$ cat src/rtl/intn_pkg.sv
package intn_pkg;

   localparam int unsigned CFG_AW   = 8;
   localparam int unsigned WORD_W   = 64;
   localparam int unsigned LISN_W   = 32;

   // byte offsets of the configuration registers
   localparam logic [CFG_AW-1:0] OFS_CTRL  = 8'h58;
   localparam logic [CFG_AW-1:0] OFS_EBASE = 8'h60;
   localparam logic [CFG_AW-1:0] OFS_NADDR = 8'h68;
   localparam logic [CFG_AW-1:0] OFS_TOFF  = 8'h70;
   localparam logic [CFG_AW-1:0] OFS_LEVEL = 8'h78;

   // MSB-first bit 0 and bit 1 of the control register
   localparam int unsigned CTRL_METHOD_BIT = 63;
   localparam int unsigned CTRL_RESET_BIT  = 62;

   typedef struct packed {
      logic [WORD_W-1:0] addr;
      logic [LISN_W-1:0] lisn;
   } nreq_t;

   function automatic logic [WORD_W-1:0] to_big_endian(input logic [WORD_W-1:0] v);
      logic [WORD_W-1:0] r;
      for (int k = 0; k < WORD_W/8; k++) begin
         r[8*k +: 8] = v[WORD_W-8-8*k +: 8];
      end
      return r;
   endfunction

endpackage

$ cat src/rtl/intn_regs.sv
module intn_regs
   import intn_pkg::*;
#(
   parameter int unsigned NUM_SRC = 14,
   parameter int unsigned IDX_W   = 5
) (
   input  logic                clk,
   input  logic                rst_n,
   input  logic                wr_en,
   input  logic [CFG_AW-1:0]   addr,
   input  logic [WORD_W-1:0]   wdata,
   output logic [WORD_W-1:0]   rdata,
   input  logic                lvl_we,
   input  logic [IDX_W-1:0]    lvl_idx,
   input  logic                lvl_val,
   output logic                method_o,
   output logic [WORD_W-1:0]   naddr_o,
   output logic [LISN_W-1:0]   toff_hi_o,
   output logic                src_rst_o
);

   generate
      if (NUM_SRC < 1 || NUM_SRC > WORD_W || NUM_SRC > (1 << IDX_W)) begin : g_bad_num
         $error("intn_regs: NUM_SRC must be 1..64 and fit in IDX_W bits");
      end
   endgenerate

   logic [WORD_W-1:0] ctrl_q, ebase_q, naddr_q, toff_q;
   logic [WORD_W-1:0] level_q;
   logic              rst_pulse_q;

   always_ff @(posedge clk) begin
      if (!rst_n) begin
         ctrl_q      <= '0;
         ebase_q     <= '0;
         naddr_q     <= '0;
         toff_q      <= '0;
         rst_pulse_q <= 1'b0;
      end else begin
         rst_pulse_q <= wr_en && (addr == OFS_CTRL) && wdata[CTRL_RESET_BIT];
         if (wr_en) begin
            unique case (addr)
               OFS_CTRL:  ctrl_q  <= wdata;
               OFS_EBASE: ebase_q <= wdata;
               OFS_NADDR: naddr_q <= wdata;
               OFS_TOFF:  toff_q  <= wdata;
               default: ;
            endcase
         end
      end
   end

   // level register: source s lives at bit 63-s; bits without a source read zero
   generate
      for (genvar g = 0; g < WORD_W; g++) begin : g_lvl
         localparam int unsigned SRC = WORD_W - 1 - g;
         if (SRC < NUM_SRC) begin : g_bit
            logic b_q;
            always_ff @(posedge clk) begin
               if (!rst_n) begin
                  b_q <= 1'b0;
               end else if (lvl_we && (lvl_idx == IDX_W'(SRC))) begin
                  b_q <= lvl_val;
               end
            end
            assign level_q[g] = b_q;
         end else begin : g_none
            assign level_q[g] = 1'b0;
         end
      end
   endgenerate

   always_comb begin
      unique case (addr)
         OFS_CTRL:  rdata = ctrl_q;
         OFS_EBASE: rdata = ebase_q;
         OFS_NADDR: rdata = naddr_q;
         OFS_TOFF:  rdata = toff_q;
         OFS_LEVEL: rdata = level_q;
         default:   rdata = '1;
      endcase
   end

   assign method_o  = ctrl_q[CTRL_METHOD_BIT];
   assign naddr_o   = naddr_q;
   assign toff_hi_o = toff_q[WORD_W-1 -: LISN_W];
   assign src_rst_o = rst_pulse_q;

   // reset request on the control register yields a pulse next cycle
   p_rst_pulse_r5: assert property (@(posedge clk) disable iff (!rst_n)
      (wr_en && addr == OFS_CTRL && wdata[CTRL_RESET_BIT]) |=> src_rst_o);
   // a pulse only follows such a write
   p_rst_cause_r5: assert property (@(posedge clk) disable iff (!rst_n)
      (!(wr_en && addr == OFS_CTRL && wdata[CTRL_RESET_BIT])) |=> !src_rst_o);
   // without a level update request the level register holds
   p_level_hold_r3: assert property (@(posedge clk) disable iff (!rst_n)
      !lvl_we |=> $stable(level_q));

endmodule

$ cat src/rtl/intn_evt.sv
module intn_evt
   import intn_pkg::*;
#(
   parameter int unsigned NUM_SRC = 14,
   parameter int unsigned IDX_W   = 5
) (
   input  logic               clk,
   input  logic               rst_n,
   input  logic               evt_vld,
   input  logic [IDX_W-1:0]   evt_idx,
   input  logic               evt_lvl,
   input  logic               method,
   input  logic [WORD_W-1:0]  naddr,
   input  logic [LISN_W-1:0]  toff_hi,
   output logic               lvl_we,
   output logic [IDX_W-1:0]   lvl_idx,
   output logic               lvl_val,
   output logic               push,
   output nreq_t              push_req,
   output logic               method_err_o,
   output logic               range_err_o
);

   logic in_range, refuse, accept;
   logic method_err_q, range_err_q;

   assign in_range = (32'(evt_idx) < NUM_SRC);
   assign refuse   = evt_vld && method;
   assign accept   = evt_vld && !method && in_range;

   assign lvl_we  = accept;
   assign lvl_idx = evt_idx;
   assign lvl_val = evt_lvl;

   assign push          = accept && evt_lvl && naddr[0];
   assign push_req.addr = {naddr[WORD_W-1:1], 1'b0};
   assign push_req.lisn = toff_hi + LISN_W'(evt_idx);

   always_ff @(posedge clk) begin
      if (!rst_n) begin
         method_err_q <= 1'b0;
         range_err_q  <= 1'b0;
      end else begin
         method_err_q <= refuse;
         range_err_q  <= evt_vld && !method && !in_range;
      end
   end

   assign method_err_o = method_err_q;
   assign range_err_o  = range_err_q;

   // a refused event never reaches the level register or the queue
   p_method_block_r3: assert property (@(posedge clk) disable iff (!rst_n)
      (evt_vld && method) |-> (!lvl_we && !push));
   // refusal is reported in the next cycle
   p_method_flag_r3: assert property (@(posedge clk) disable iff (!rst_n)
      (evt_vld && method) |=> method_err_o);
   // an out-of-range index is never written
   p_range_block_r4: assert property (@(posedge clk) disable iff (!rst_n)
      (evt_vld && 32'(evt_idx) >= NUM_SRC) |-> !lvl_we);
   // no request without the valid flag of the address register
   p_naddr_valid_r7: assert property (@(posedge clk) disable iff (!rst_n)
      push |-> naddr[0]);

endmodule

$ cat src/rtl/intn_fifo.sv
module intn_fifo #(
   parameter int unsigned DEPTH = 4,
   parameter int unsigned W     = 96
) (
   input  logic          clk,
   input  logic          rst_n,
   input  logic          push,
   input  logic [W-1:0]  din,
   input  logic          pop,
   output logic [W-1:0]  head,
   output logic          not_empty,
   output logic          ovf_o
);

   localparam int unsigned PTR_W = (DEPTH > 1) ? $clog2(DEPTH) : 1;
   localparam int unsigned CNT_W = $clog2(DEPTH + 1);

   generate
      if (DEPTH < 2 || (DEPTH & (DEPTH - 1)) != 0) begin : g_bad_depth
         $error("intn_fifo: DEPTH must be a power of two, at least 2");
      end
   endgenerate

   logic [W-1:0]     mem [DEPTH];
   logic [PTR_W-1:0] wp_q, rp_q;
   logic [CNT_W-1:0] cnt_q;
   logic             ovf_q;
   logic             do_pop, do_push;

   assign not_empty = (cnt_q != '0);
   assign do_pop    = pop && not_empty;
   assign do_push   = push && ((cnt_q < CNT_W'(DEPTH)) || do_pop);
   assign head      = mem[rp_q];

   always_ff @(posedge clk) begin
      if (do_push) begin
         mem[wp_q] <= din;
      end
   end

   always_ff @(posedge clk) begin
      if (!rst_n) begin
         wp_q  <= '0;
         rp_q  <= '0;
         cnt_q <= '0;
         ovf_q <= 1'b0;
      end else begin
         if (do_push) wp_q <= wp_q + 1'b1;
         if (do_pop)  rp_q <= rp_q + 1'b1;
         if (do_push && !do_pop)      cnt_q <= cnt_q + 1'b1;
         else if (do_pop && !do_push) cnt_q <= cnt_q - 1'b1;
         if (push && !do_push) ovf_q <= 1'b1;
      end
   end

   assign ovf_o = ovf_q;

   // a waiting head stays put until it is taken
   p_head_hold_r8: assert property (@(posedge clk) disable iff (!rst_n)
      (not_empty && !pop) |=> (not_empty && $stable(head)));
   // occupancy never exceeds the depth
   p_cnt_bound_r8: assert property (@(posedge clk) disable iff (!rst_n)
      cnt_q <= CNT_W'(DEPTH));
   // overflow flag is sticky
   p_ovf_sticky_r9: assert property (@(posedge clk) disable iff (!rst_n)
      ovf_o |=> ovf_o);

endmodule

$ cat src/rtl/intn_notify_gen.sv
module intn_notify_gen
   import intn_pkg::*;
#(
   parameter int unsigned NUM_SRC = 14,
   parameter int unsigned IDX_W   = 5,
   parameter int unsigned DEPTH   = 4
) (
   input  logic               clk,
   input  logic               rst_n,
   input  logic               cfg_wr,
   input  logic [7:0]         cfg_addr,
   input  logic [63:0]        cfg_wdata,
   output logic [63:0]        cfg_rdata,
   input  logic               evt_vld,
   input  logic [IDX_W-1:0]   evt_idx,
   input  logic               evt_lvl,
   output logic               evt_method_err,
   output logic               evt_range_err,
   output logic               src_rst,
   output logic               nw_valid,
   input  logic               nw_ready,
   output logic [63:0]        nw_addr,
   output logic [63:0]        nw_data,
   output logic               nw_ovf
);

   localparam int unsigned REQ_W = $bits(nreq_t);

   logic              lvl_we, lvl_val, method, push;
   logic [IDX_W-1:0]  lvl_idx;
   logic [WORD_W-1:0] naddr;
   logic [LISN_W-1:0] toff_hi;
   nreq_t             push_req, head_req;
   logic [REQ_W-1:0]  head_bits;

   intn_regs #(.NUM_SRC(NUM_SRC), .IDX_W(IDX_W)) u_regs (
      .clk       (clk),
      .rst_n     (rst_n),
      .wr_en     (cfg_wr),
      .addr      (cfg_addr),
      .wdata     (cfg_wdata),
      .rdata     (cfg_rdata),
      .lvl_we    (lvl_we),
      .lvl_idx   (lvl_idx),
      .lvl_val   (lvl_val),
      .method_o  (method),
      .naddr_o   (naddr),
      .toff_hi_o (toff_hi),
      .src_rst_o (src_rst)
   );

   intn_evt #(.NUM_SRC(NUM_SRC), .IDX_W(IDX_W)) u_evt (
      .clk          (clk),
      .rst_n        (rst_n),
      .evt_vld      (evt_vld),
      .evt_idx      (evt_idx),
      .evt_lvl      (evt_lvl),
      .method       (method),
      .naddr        (naddr),
      .toff_hi      (toff_hi),
      .lvl_we       (lvl_we),
      .lvl_idx      (lvl_idx),
      .lvl_val      (lvl_val),
      .push         (push),
      .push_req     (push_req),
      .method_err_o (evt_method_err),
      .range_err_o  (evt_range_err)
   );

   intn_fifo #(.DEPTH(DEPTH), .W(REQ_W)) u_fifo (
      .clk       (clk),
      .rst_n     (rst_n),
      .push      (push),
      .din       (push_req),
      .pop       (nw_ready),
      .head      (head_bits),
      .not_empty (nw_valid),
      .ovf_o     (nw_ovf)
   );

   assign head_req = nreq_t'(head_bits);
   assign nw_addr  = head_req.addr;
   assign nw_data  = to_big_endian({{(WORD_W-LISN_W){1'b0}}, head_req.lisn});

   // notification addresses are always word aligned at bit 0
   p_addr_even_r6: assert property (@(posedge clk) disable iff (!rst_n)
      nw_valid |-> !nw_addr[0]);
   // the upper half of the payload bytes (lanes 0..3) are zero
   p_data_upper_r6: assert property (@(posedge clk) disable iff (!rst_n)
      nw_valid |-> (nw_data[31:0] == 32'h0));

endmodule

$ cat config.mk
export PLATFORM = sky130hd
export DESIGN_NAME = intn_notify_gen
export DESIGN_NICKNAME = d
export VERILOG_FILES = /design/src/rtl/intn_pkg.sv /design/src/rtl/intn_regs.sv /design/src/rtl/intn_evt.sv /design/src/rtl/intn_fifo.sv /design/src/rtl/intn_notify_gen.sv
export SDC_FILE = /design/constraint.sdc
export NUM_CORES = 1
export LEC_CHECK = 0
export ABC_AREA = 0
export BUFFER_PORTS_ARGS = -buffer_cell sky130_fd_sc_hd__buf_2
export CORE_MARGIN = 8
export CORE_UTILIZATION = 25
export DETAILED_ROUTE_END_ITERATION = 12
export PLACE_DENSITY_LB_ADDON = 0.1
export SKIP_CTS_REPAIR_TIMING = 1
export SLEW_MARGIN = 20
export SYNTH_ARGS = -nofsm -noshare
export SYNTH_HDL_FRONTEND = slang
export SYNTH_HIERARCHICAL = 1
export SYNTH_SLANG_ARGS = --single-unit
$ cat constraint.sdc
create_clock -name clk -period 6 [get_ports clk]
set_clock_uncertainty 0.15 [all_clocks]
set_input_delay 0 -clock clk [delete_from_list [all_inputs] [get_ports clk]]
set_output_delay 0 -clock clk [all_outputs]
set_load 0.01 [all_outputs]
== Word level (Yosys, flattened, before mapping) ==
Memories as Yosys holds them, arrays and structs flattened. A register that Yosys moved wholly into a read port is not among the register bits.
Cells that the tools add are included.
Operators by class
  add/subtract/negate cells: 5
  magnitude comparators: 2
  muxes and demuxes: 7
  reduce and logical (&&, ||, !) cells: 39
  equality and inequality tests: 18
Operators by type and width (count)
  $pmux 64 s5: 1
  $eq 8x7->1 const B: 5
  $add 32x5->32: 1
  $eq 5x4->1 const B: 6
  $logic_and 1x1->1: 27
  $eq 5x3->1 const B: 4
  $eq 5x2->1 const B: 2
  $reduce_and 2->1: 4
  $mux 3: 2
  $eq 5x1->1 const B: 1
  $logic_not 5->1: 1
  $lt 5x4->1 const B: 1
  $add 2x1->2 const B: 2
  $logic_not 1->1: 4
  $mux 2: 2
  $add 3x1->3 const B: 1
  $lt 3x3->1 const B: 1
  $reduce_bool 3->1: 1
  $sub 3x1->3 const B: 1
  $mux 1: 2
  $reduce_bool 2->1: 1
  $logic_or 1x1->1: 1
Storage, ports and cells
  input bits: 83
  register bits: 281
  RAM bits: 380
  logic and storage cells: 97
  memories kept: 1
Memories
  u_fifo.mem: depth 4, bits a word 95, rd ports 1, clocked after Yosys merged registers in 1, write ports 1, RTL line intn_fifo.sv:24  | logic [W-1:0] mem [DEPTH];

== Longest topological paths before layout ==
  depth in word-level cells: 10
  mapped depth: 11
  depth with buffers taken out: 11

== Hierarchy ==
The synthesis kept the hierarchy.
Modules (own cells, without submodules)
  intn_fifo: cells each 554, area each 14342.5 µm², sequential area each 11731.3 µm², instances 1
  intn_regs: cells each 1509, area each 12309.3 µm², sequential area each 5425.2 µm², instances 1
  intn_evt: cells each 185, area each 1418.9 µm², sequential area each 40.0 µm², instances 1
  intn_notify_gen: cells each 33, area each 244.0 µm², sequential area each 0.0 µm², instances 1

== Least setup slack after synthesis ==
OpenSTA, ideal clock, no wires.
  kind: register -> register
  from: reg u_regs.ctrl_q[63]
  to: mem u_fifo/mem[0][0] (netlist name), enable pin
  setup time: 0.466 ns
  cell stages (with the launch flop): 4
  path slack: 2.265 ns
  data arrival time: 3.119 ns
  cells stage by stage: dfxtp_1 -> and3b_1 -> and3_1 -> and3_1
On the way
  word-level cells in the longest chain between the ends: 8
Ends and longest elaborated chain
  start: declaration: RTL line intn_regs.sv:28  | logic [WORD_W-1:0] ctrl_q, ebase_q, naddr_q, toff_q;
  start signal: assignment: RTL line intn_regs.sv:43  | OFS_CTRL: ctrl_q <= wdata;
  $logic_not 1->1: RTL line intn_evt.sv:29  | assign accept = evt_vld && !method && in_range;
  $logic_and 1x1->1 (2 in series): RTL line intn_evt.sv:29
  net lvl_we: RTL line intn_notify_gen.sv:29  | logic lvl_we, lvl_val, method, push;
  $logic_and 1x1->1 (2 in series): RTL line intn_evt.sv:35  | assign push = accept && evt_lvl && naddr[0];
  net push: RTL line intn_notify_gen.sv:29
  $logic_and 1x1->1: RTL line intn_fifo.sv:32  | assign do_push = push && ((cnt_q < CNT_W'(DEPTH)) || do_pop);
  $mux 1: RTL line intn_fifo.sv:36  | if (do_push) begin
  $mux 1 (not written as such): RTL line intn_fifo.sv:37  | mem[wp_q] <= din;
  end: declaration: RTL line intn_fifo.sv:24
The timed path passes the listed nets, and every way through them passes these cells.

== Final worst setup path ==
  from: in cfg_addr[1]
  to: out cfg_rdata[40]
On the way
  word-level cells in the longest chain between the ends: 2
Ends and longest elaborated chain
  start: declaration: RTL line intn_notify_gen.sv:11  | input logic [7:0] cfg_addr,
  $eq 8x7->1: RTL line intn_regs.sv:74  | unique case (addr)
  $pmux 64 s5 (*): RTL line intn_regs.sv:74
  end: declaration: RTL line intn_notify_gen.sv:13  | output logic [63:0] cfg_rdata,
Mark *: on every way between the ends. The rest lies on a longest branch, timed or not.

==> results.json <==
{
  "ys_top_cells_by_area": "edfxtp_1 41%, dfxtp_1 20%, mux4_2 7.6%",
  "slew_violations": 0,
  "cts_root_buf": "clkbuf_16",
  "viasPerCell": 4.673,
  "leakagePower_nw": 11.17,
  "dr.first_iter.drc_count": 1414,
  "synth-seq-area-share": 0.6073,
  "ys.flop_type": "edfxtp_1",
  "ant_nets": 0,
  "crit_fanout": 45,
  "numCtsBuffers": 81,
  "dr_wl_met2_mm": 46.64,
  "yosysTopAreaCellShare": 0.4072,
  "cp.required_ns": 5.85,
  "grt_max_degree": 124,
  "clk_latency_ns": 0.63,
  "cp-end-kind": "primary output",
  "yosysWarnings": 6,
  "first_global_vias": 18650,
  "cts.sinks": 667,
  "syn_area_per_cell_sq_um": 12.41,
  "wl_met3_mm": 5.665,
  "wl_mm": 99.38,
  "grt_pass1_wl_mm": 141.0,
  "cts_buffer_depth": 3,
  "final_hold_viol_count": 0,
  "tns_ns": 0,
  "wl_per_cell_microns": 24.54,
  "hold_depth": 5,
  "worstHoldPathType": "primary input to flip-flop",
  "path_common_cell": "buf_2",
  "vias": 18920,
  "fin_crit_sh": 0.6012,
  "worst-path-buf-inv": 4,
  "worst_pin_slew_ns": 1.122,
  "synth_largest_area_cell": "edfxtp_1",
  "cap_violations": 0,
  "grt_usage": 0.1540,
  "die_w_microns": 352.5,
  "slowest_stage": "nand2_1",
  "synth_seq_cells": 667,
  "synth_edf_count": 384,
  "rrSetupSlack_ns": 2.69,
  "area.growth.synth_to_final_pct": 19.28,
  "fp.dieH_microns": 352.5,
  "hpwl_mm": 64.67,
  "power_mw": 11.35,
  "io_buffers": 247,
  "maxSlewHeadroom": 0.2521,
  "dpl_cell_area_sq_um": 30160,
  "htreeDepth": 3,
  "report.final.setup_viol": 0,
  "fp.coreArea_sq_um": 112500,
  "die-area_sq_um": 124300,
  "fin_nets": 2571,
  "status": "complete, no violations",
  "vdd_ir_drop_max_mv": 0.1644,
  "fin_hold_ws_ns": 0.01917,
  "ios": 280,
  "syn_inst": 2281,
  "period_needed_ns": 3.607,
  "design_area_sq_um": 33770,
  "synthArstFlopShare": 0,
  "holdPathEnd": "u_regs/naddr_o[4]",
  "crit_type": "primary input to primary output",
  "gp_congestion": 0.7227,
  "min_from": "cfg_addr[0]",
  "path_delay_family": "simple AND/OR/NAND/NOR gates",
  "powerDensity_nw_per_um2": 336.1,
  "reg2regPathDepth": 7,
  "r2r-start": "u_regs/ctrl_q[63]",
  "fmax_mhz": 277.2,
  "clkTransAtPathRegs_ns": 0.06,
  "slowest_delay_ns": 0.67,
  "worst_r2r_endpoint": "u_regs/g_lvl[61].g_bit.b_q",
  "crit_chain": "dlygate4sd3_1 > buf_2 > nor3_1 > nand2_1 > nand2_2 > buf_4 > o221ai_1 > buf_2",
  "synth_cell_type_count": 57,
  "drc": 0,
  "nFillCells": 11370,
  "rows": 123,
  "grt-ovfl-total": 0,
  "top_layer": "met5",
  "antenna_found_initial": 19,
  "syn-cell-area_sq_um": 28310,
  "critPathLaunchType": "primary input",
  "worst_ep_arrival_time_ns": 3.46,
  "cts_tree": "yes",
  "drt_first_pass_iters": 5,
  "layout-drive-gt1-share": 0.2072,
  "met1_length_mm": 45.07,
  "start_util": 0.2517,
  "rsz0062_at_grt": "false"
}
[cells in the mapped netlist (3+ instances only)]
library cell / n
dfxtp_1: 283
clkbuf_1: 80
buf_4: 143
o21ai_0: 14
buf_8: 4
a21boi_0: 36
nor4bb_1: 3
nand2_1: 550
a22oi_1: 75
edfxtp_1: 384
inv_1: 6
o22ai_1: 5
and3_1: 16
mux4_2: 96
a21boi_1: 229
buf_2: 57
and4_1: 8
mux2_2: 9
xnor2_1: 29
o2111ai_1: 6
nor2_1: 32
mux2i_1: 36
a221oi_1: 9
and3b_1: 3
o221ai_1: 25
a21oi_1: 18
and2_1: 4
nor3_1: 3
nor2b_1: 10
nand4_1: 11
xor2_1: 5
o211ai_1: 31
nand3_1: 22
ha_1: 10
[registers in the layout, indices dropped and copies added, names as in the netlist, named ones only]
signal and cells:
u_regs/src_rst_o 1, u_fifo/wp_q 2, u_regs/g_lvl.g_bit.b_q 14, u_fifo/rp_q 2, u_evt/method_err_o 1, u_evt/range_err_o 1
u_regs/ctrl_q 64, u_fifo/ovf_o 1, u_regs/ebase_q 64, u_regs/toff_q 64, u_regs/naddr_o 64, u_fifo/mem 384
u_fifo/cnt_q 3
[cell usage in the layout (no fill, tap or decap), types with 7 or more instances in the layout]
cell type      count
nand2_1          549
o21ai_0           13
dlygate4sd3_1     90
xnor2_1           29
and3_4             7
a22oi_1           75
mux2i_1           36
a21boi_0          36
buf_2            246
mux2_2             9
clkbuf_16         87
a221oi_1           9
nor2b_1           10
ha_1              10
a21oi_1           18
edfxtp_1         384
and4_1             7
conb_1            33
nand4_1           11
dfxtp_1          281
buf_4             29
nor2_1            32
nand3_1           19
o211ai_1          31
clkbuf_1          29
and3_1             9
a21boi_1         229
mux4_2            96
o221ai_1          25
clkinv_2          14
[stage by stage]
step | setup slack, ns | std cells | utilization
global route | 2.178 | 4047 | 0.3002
finish | 2.393 | 4049 | 0.3002
global placement | 2.530 | 3800 | 0.2676
floorplan | 2.265 | 2312 | -
detailed placement | 2.422 | 3802 | 0.2681
CTS | 2.420 | 3953 | 0.2919
[worst min-delay path, cell delays in order]
cell      delay (ns)
buf_2           0.15
nor4b_4         0.09
and3_4          0.32
nand2_1         0.13
a21boi_1        0.05
[area by class of cell]
type	instances	area (sq um)	share of cell area
Clock buffer	122	2369	0.07013
Timing Repair Buffer	370	2449	0.07250
Antenna cell	5	12.51	0.0003705
Inverter	7	26.28	0.0007780
Multi-Input combinational cell	1349	9525	0.2820
Clock inverter	29	310.3	0.009188
Sequential cell	667	17200	0.5094
Tap cell	1500	1877	0.05557
[metal layers]
layer / up-vias / track usage
met2: 534 / 0.2507
met4: 14 / 0.03362
met3: 124 / 0.03496
met5: - / 0
met1: 9720 / 0.2088
li1: 8528 / -
[worst max path at each step]
stage	from	end	slack (ns)	cells after the start
after floorplan	u_regs/ctrl_q[63]	u_fifo/mem[0][0]	2.26	3
after global placement	cfg_addr[4]	cfg_rdata[46]	2.53	7
after global routing	cfg_addr[1]	cfg_rdata[15]	2.18	8
after detailed placement	cfg_addr[4]	cfg_rdata[40]	2.42	7
after CTS	cfg_addr[4]	cfg_rdata[40]	2.42	7
final	cfg_addr[1]	cfg_rdata[40]	2.39	8
[power by group]
part / total [mW] / internal (mW) / switching [mW]
registers: 4.88 / 4.81 / 0.0692
logic: 1.55 / 0.703 / 0.844
clock network: 4.92 / 2.99 / 1.94
total: 11.3 / 8.50 / 2.85
[logic make-up after synthesis]
| family | after synthesis | synth area share |
|---|---|---|
| buffers and inverters | 296 | 0.06341 |
| other | 2 | 0.0002652 |
| flip-flops | 667 | 0.6073 |
| multiplexers | 141 | 0.09266 |
| AO/OA/AOI/OAI | 451 | 0.1183 |
| AND/OR/NAND/NOR | 678 | 0.1017 |
| XOR/XNOR | 34 | 0.01052 |
| adder cells (fa/ha/maj) | 12 | 0.005833 |
Note: power is estimated with default switching activity, not from simulation.
